## src/rtl/slink_pkg.sv

```systemverilog
package slink_pkg;
  typedef enum logic [1:0] {
    LM_NORMAL  = 2'b00,
    LM_DIGITAL = 2'b01,
    LM_ANALOG  = 2'b10,
    LM_ALT     = 2'b11
  } loop_mode_e;

  typedef struct packed {
    logic       ign;
    logic       clk_sel;
    logic [1:0] rate;
    logic [1:0] rsvd;
    logic       irq_en;
    logic       wait_ctl;
  } ctrl_t;

  localparam int CTRL_W = $bits(ctrl_t);
  localparam logic [CTRL_W-1:0] CTRL_RESET = 8'hE0;
endpackage

```

## src/rtl/slink_ctrl_reg.sv

```systemverilog
module slink_ctrl_reg
  import slink_pkg::*;
#(
  parameter int W = CTRL_W
) (
  input  logic         clk,
  input  logic         rst,
  input  logic         wr_en,
  input  logic [W-1:0] wr_data,
  input  logic         sof,
  output ctrl_t        ctrl_q,
  output logic         ign_nxt
);
  ctrl_t ctrl_d;
  logic  rate_locked_q;
  logic  unused_rsvd;

  assign unused_rsvd = ^wr_data[3:2];

  always_comb begin
    ctrl_d = ctrl_q;
    if (sof && ctrl_q.ign) ctrl_d.ign = 1'b0;
    if (wr_en) begin
      ctrl_d.ign      = wr_data[7];
      ctrl_d.clk_sel  = wr_data[6];
      ctrl_d.irq_en   = wr_data[1];
      ctrl_d.wait_ctl = wr_data[0];
      if (!rate_locked_q) ctrl_d.rate = wr_data[5:4];
    end
    ctrl_d.rsvd = 2'b00;
  end

  assign ign_nxt = ctrl_d.ign;

  always_ff @(posedge clk) begin
    if (rst) begin
      ctrl_q        <= ctrl_t'(CTRL_RESET);
      rate_locked_q <= 1'b0;
    end else begin
      ctrl_q        <= ctrl_d;
      rate_locked_q <= rate_locked_q | wr_en;
    end
  end

  // reserved field never reads back nonzero
  a_r2_rsvd_zero: assert property (@(posedge clk) disable iff (rst)
    ctrl_q.rsvd == 2'b00);
  // once locked, rate never moves
  a_r3_rate_frozen: assert property (@(posedge clk) disable iff (rst)
    rate_locked_q |=> $stable(ctrl_q.rate));
  // start-of-frame without a write clears the ignore bit
  a_r4_sof_clears: assert property (@(posedge clk) disable iff (rst)
    (sof && ctrl_q.ign && !wr_en) |=> !ctrl_q.ign);
  // written ignore bit lands
  a_r2_ign_written: assert property (@(posedge clk) disable iff (rst)
    wr_en |=> (ctrl_q.ign == $past(wr_data[7])));
endmodule

```

## src/rtl/slink_lockout.sv

```systemverilog
module slink_lockout
  import slink_pkg::*;
(
  input  logic       clk,
  input  logic       rst,
  input  loop_mode_e mode,
  input  logic       idle,
  output logic       lock_nxt,
  output logic       lock_q
);
  logic was_analog_q;
  logic exit_now;

  assign exit_now = was_analog_q && (mode != LM_ANALOG);

  always_comb begin
    lock_nxt = lock_q;
    if (exit_now)         lock_nxt = 1'b1;
    else if (lock_q && idle) lock_nxt = 1'b0;
  end

  always_ff @(posedge clk) begin
    if (rst) begin
      was_analog_q <= 1'b0;
      lock_q       <= 1'b0;
    end else begin
      was_analog_q <= (mode == LM_ANALOG);
      lock_q       <= lock_nxt;
    end
  end

  // leaving analog loopback arms the lockout
  a_r9_exit_arms: assert property (@(posedge clk) disable iff (rst)
    (was_analog_q && mode != LM_ANALOG) |=> lock_q);
  // idle strobe after the exit cycle releases it
  a_r10_idle_releases: assert property (@(posedge clk) disable iff (rst)
    (lock_q && idle && !(was_analog_q && mode != LM_ANALOG)) |=> !lock_q);
  // lockout only rises on an exit
  a_r10_no_spurious: assert property (@(posedge clk) disable iff (rst)
    (!lock_q && !(was_analog_q && mode != LM_ANALOG)) |=> !lock_q);
endmodule

```

## src/rtl/slink_route.sv

```systemverilog
module slink_route
  import slink_pkg::*;
#(
  parameter logic PASSIVE = 1'b0
) (
  input  logic       clk,
  input  logic       rst,
  input  loop_mode_e mode,
  input  logic       core_tx,
  input  logic       xcvr_rx,
  input  logic       rx_block,
  input  logic       tx_block,
  output logic       core_rx_q,
  output logic       xcvr_tx_q
);
  logic rx_src;

  always_comb begin
    unique case (mode)
      LM_DIGITAL: rx_src = core_tx;
      default:    rx_src = xcvr_rx;
    endcase
  end

  always_ff @(posedge clk) begin
    if (rst) begin
      core_rx_q <= PASSIVE;
      xcvr_tx_q <= PASSIVE;
    end else begin
      core_rx_q <= (rx_block || tx_block) ? PASSIVE : rx_src;
      xcvr_tx_q <= tx_block ? PASSIVE : core_tx;
    end
  end

  // lockout forces the transmit pin passive
  a_r9_tx_passive: assert property (@(posedge clk) disable iff (rst)
    tx_block |=> (xcvr_tx_q == PASSIVE));
  // gated receiver delivers passive
  a_r5_rx_passive: assert property (@(posedge clk) disable iff (rst)
    rx_block |=> (core_rx_q == PASSIVE));
  // digital loopback feeds transmit into receive and still drives the pin
  a_r7_loop_path: assert property (@(posedge clk) disable iff (rst)
    (mode == LM_DIGITAL && !rx_block && !tx_block) |=>
      (core_rx_q == $past(core_tx) && xcvr_tx_q == $past(core_tx)));
endmodule

```

## src/rtl/slink_front.sv

```systemverilog
module slink_front
  import slink_pkg::*;
#(
  parameter logic PASSIVE = 1'b0
) (
  input  logic       clk,
  input  logic       rst,
  input  logic       reg_wr,
  input  logic [7:0] reg_wdata,
  output logic [7:0] reg_rdata,
  input  logic [1:0] loop_mode,
  input  logic       sof_strobe,
  input  logic       idle_strobe,
  input  logic       core_tx_in,
  input  logic       xcvr_rx_in,
  output logic       core_rx_out,
  output logic       xcvr_tx_out,
  output logic       lock_busy
);
  ctrl_t      ctrl_q;
  logic       ign_nxt;
  logic       lock_nxt;
  loop_mode_e mode;

  assign mode = loop_mode_e'(loop_mode);

  slink_ctrl_reg #(.W(CTRL_W)) u_ctrl (
    .clk     (clk),
    .rst     (rst),
    .wr_en   (reg_wr),
    .wr_data (reg_wdata),
    .sof     (sof_strobe),
    .ctrl_q  (ctrl_q),
    .ign_nxt (ign_nxt)
  );

  slink_lockout u_lock (
    .clk      (clk),
    .rst      (rst),
    .mode     (mode),
    .idle     (idle_strobe),
    .lock_nxt (lock_nxt),
    .lock_q   (lock_busy)
  );

  slink_route #(.PASSIVE(PASSIVE)) u_route (
    .clk       (clk),
    .rst       (rst),
    .mode      (mode),
    .core_tx   (core_tx_in),
    .xcvr_rx   (xcvr_rx_in),
    .rx_block  (ign_nxt),
    .tx_block  (lock_nxt),
    .core_rx_q (core_rx_out),
    .xcvr_tx_q (xcvr_tx_out)
  );

  assign reg_rdata = ctrl_q;

  // register, lockout and pins leave reset in their defined state
  a_r1_reset_state: assert property (@(posedge clk)
    rst |=> (reg_rdata == 8'hE0 && !lock_busy &&
             core_rx_out == PASSIVE && xcvr_tx_out == PASSIVE));
endmodule

```

## config.mk

```make
export PLATFORM = sky130hd
export DESIGN_NAME = slink_front
export DESIGN_NICKNAME = d
export VERILOG_FILES = /design/src/rtl/slink_pkg.sv /design/src/rtl/slink_ctrl_reg.sv /design/src/rtl/slink_lockout.sv /design/src/rtl/slink_route.sv /design/src/rtl/slink_front.sv
export SDC_FILE = /design/constraint.sdc
export NUM_CORES = 1
export LEC_CHECK = 0
export CORE_AREA = 3 3 40 42
export DETAILED_ROUTE_END_ITERATION = 8
export DIE_AREA = 0 0 43 45
export PLACE_DENSITY = 0.76
export SKIP_LAST_GASP = 1
export SLEW_MARGIN = 20
export SYNTH_ARGS = -nofsm -noshare
export SYNTH_HDL_FRONTEND = slang
export SYNTH_SLANG_ARGS = --single-unit
```

## constraint.sdc

```tcl
create_clock -name clk -period 1.15 [get_ports clk]
set_input_delay 0.115 -clock clk [delete_from_list [all_inputs] [get_ports clk]]
set_output_delay 0.115 -clock clk [all_outputs]
set_load 0.02 [all_outputs]
```

==> results.txt <==
----------------------------------------------------
[Status]
  Result of the run ... completed

[Clocking]
  Hold-fix buffers at CTS ... 0
  TritonCTS Sinks ... 11
  CTS root buffer ... sky130_fd_sc_hd__clkbuf_4
  TritonCTS clock tree ... done
  Number of buffers created by CTS ... 3
  Clock transition time at the flip-flop clock pins of the worst setup and hold paths ... 0.06 ns
  Postcts setup bufs ... 0
  Clock network latency to the later pin of the worst-skew pair ... ~0.27 ns
  Maximum count of clock buffers along a single path ... 2
  H-Tree Level Count ... 1
  CTS-repair resized insts ... 9

[Layout]
  Synth-to-Final Area Change ... 68.9%
  Share of cells above drive strength 1 ... between 10% and 20%
  Diode insertion count for antenna repair ... 0
  Layout Utilization ... a little over half
  Design area ... roughly 700 sq um
  Post-Layout Cell Count ... 86
  Nets ... 89

[STA]
  Skew final ... about 0.0011 ns
  Final Max Tran Viols ... 0
  Minimum clock period after layout ... roughly 1.0 ns
  Maximum clock frequency ... about 0.95 GHz
  Final setup viols ... 0
  Unrepaired setup endpoints after global routing ... no
  Worst hold slack ... about 0.44 ns
  Final worst-path setup slack ... 0.102 ns
  Setup TNS ... 0 ns
  Post-route fraction of the period consumed by the critical path ... roughly 90%
  Number of hold violations in the final report ... 0

[Route]
  Routed wl met2 ... ~500 um
  Final ANT Viol Nets ... 0
  Via-per-instance ratio ... 4.43
  Highest metal used ... met4
  Amount of wire on met3 after detailed routing ... approximately 82 um
  Detailed-router iteration count before antenna repair ... 2
  DR WL/cell ... approximately 11 um
  Post-route met1 wirelength ... 344 um
  Post-route DRC violation count ... 0
  DRT iter0 DRCs ... 4
  Wirelength, routed ... approximately 940 um
  Vias post-DR ... roughly 380

[Floorplan]
  Initial Utilization ... 32.2%
  Die width ... around 43 um
  Floorplan die area ... about 1900 sq um
  Top-Level Pins ... 28
  Placeable core region ... about 1300 sq um
  Core Rows ... 13
  Die span in y ... between 40 and 50 um

[Synth]
  Post-Syn Area ... ~410 sq um
  Synth area leader ... sky130_fd_sc_hd__dfxtp_1
  Leading cell types by count after synthesis ... 11 x sky130_fd_sc_hd__dfxtp_1, 6 x sky130_fd_sc_hd__nor2_1, 4 x sky130_fd_sc_hd__mux2i_1, 4 x sky130_fd_sc_hd__nor2b_1, 3 x sky130_fd_sc_hd__buf_4
  Flip-flop and latch count after synthesis ... 11
  Number of synthesized flops with an enable pin ... 0
  Synthesized instance count ... 41
  Biggest area contributors in the synthesized netlist ... sky130_fd_sc_hd__dfxtp_1 53%, sky130_fd_sc_hd__mux2i_1 9.7%, sky130_fd_sc_hd__nor2b_1 6.0%, sky130_fd_sc_hd__buf_4 5.4%, sky130_fd_sc_hd__nor2_1 5.4%
  Count of different cell masters after synthesis ... 16
  Top flip-flop cell by instance count after synthesis ... sky130_fd_sc_hd__dfxtp_1
  Top-area cell type share of the netlist area ... a little over half
  Cell with the most instances after synthesis ... sky130_fd_sc_hd__dfxtp_1
  Share of flip-flops with an asynchronous set or reset after synthesis ... 0%
  Post-Synthesis Mean Instance Area ... a little over 10 sq um
  Synth Warn # ... 0
  Seq/Total Area, Yosys ... between 50% and 60%

[Pwr]
  VDD IR max ... ~0.00074 V
  Pwr Density ... roughly 1200 nW/um^2
  Static leakage ... ~0.32 nW
  Power consumption ... between 0.8 and 0.9 mW

[Worst setup path]
  Critical Path Source ... u_ctrl.ctrl_q[1]
  Slack of the worst reg-to-reg path ... ~0.17 ns
  CP Max Fanout ... 2
  Startpoint of the worst-slack reg-to-reg timing path ... u_ctrl.rate_locked_q
  Logic depth of the worst register-to-register path ... 3
  Crit path to ... reg_rdata[1]
  Crit-path max cell delay ... around 0.34 ns
  Combined buffer and inverter count along the critical path ... 1
  Kind of start point of the critical path ... flop
  Slowest cell on crit path ... sky130_fd_sc_hd__dlygate4sd2_1
  Kind of critical path ... reg -> out
  Critical path cell sequence ... dlygate4sd2_1
  Cell family with the largest share of critical-path delay ... buffers and inverters
  CP Depth ... 1
  Capturing point of the worst reg2reg path ... u_ctrl.ctrl_q[5]
  Arrival time of data at the critical path endpoint ... just over 0.9 ns
  Critical Path RT ... between 1 and 1.5 ns
  Kind of end point of the critical path ... output pin

[Placed design]
  Area after detailed placement ... just under 700 sq um
  Count of input and output buffers ... 23
  Placed instance count ... 82
  Placer Congestion ... 0.695
  Detailed placer's ending HPWL ... 769 um
  Pre-CTS WS ... -0.158 ns

[Global routing]
  Wire length of the first global-routing pass ... 1640 um
  Largest net degree at the start of global routing ... 8
  Number of global-route vias before repair ... 390
  Total track usage ... 12.1%
  Overall overflow remaining after global route ... 0
  Number of antenna violations at the first check in global routing ... 0

[Flow run]
  Max-cap violations ... 0

[Worst hold path]
  Type of the most critical hold path ... in -> reg

----------------------------------------------------
-- cells by family after synthesis --
logic type | count (synthesis) | synth area share [%]
mux | 4 | 9.67
simple gates | 15 | 19.9
buf+inv | 5 | 7.55
other cells | 1 | 0.905
compound gates | 5 | 8.76
flops | 11 | 53.2
-- power breakdown --
group | internal, mW | switching [mW] | total, mW
Combinational | 0.0985 | 0.0730 | 0.172
Clock | 0.135 | 0.125 | 0.259
Sequential | 0.405 | 0.00867 | 0.413
Total | 0.638 | 0.206 | 0.844
-- registers in the layout (all words and copies together) (netlist names) --
| signal | count |
|---|---|
| u_ctrl.ctrl_q | 6 |
| u_route.xcvr_tx_q | 1 |
| u_lock.lock_q | 1 |
| u_route.core_rx_q | 1 |
| u_ctrl.rate_locked_q | 1 |
| u_lock.was_analog_q | 1 |
-- how the worst min path moves through the flow --
stage / from / end / cells past startpoint
final: reg_wdata[6] / u_ctrl.ctrl_q[6] / 2
after global routing: reg_wdata[6] / u_ctrl.ctrl_q[6] / 2
after CTS: reg_wdata[6] / u_ctrl.ctrl_q[6] / 2
after detailed placement: u_ctrl.rate_locked_q / u_ctrl.rate_locked_q / 2
after global placement: u_ctrl.rate_locked_q / u_ctrl.rate_locked_q / 2
after floorplan: reg_wdata[5] / u_ctrl.ctrl_q[5] / 1
-- cell type report --
cell class,instances,area [sq um]
Sequential cell,11,220
Timing Repair Buffer,29,264
Multi-Input combinational cell,26,166
Tap cell,15,18.8
Fill cell,137,586
Clock buffer,4,26.3
Inverter,1,3.75
-- routing by layer --
metal / vias up / track usage (%)
met3: 2 / 5.98
met4: 0 / 7.23
met5: - / 0
met2: 13 / 20.4
met1: 176 / 12.0
li1: 190 / -
-- cell usage in the layout (no fill, tap or decap), drive strengths merged, types with 2 or more instances in the layout --
cell type / Yosys / final
clkdlybuf4s50: 0 / 14
dfxtp: 11 / 11
dlygate4sd2: 0 / 9
nor2: 6 / 6
buf: 4 / 6
nor2b: 4 / 4
mux2i: 4 / 4
clkbuf: 0 / 4
nand2b: 2 / 2
a211o: 2 / 2
conb: 1 / 2
(Power assumes the default switching activity.)
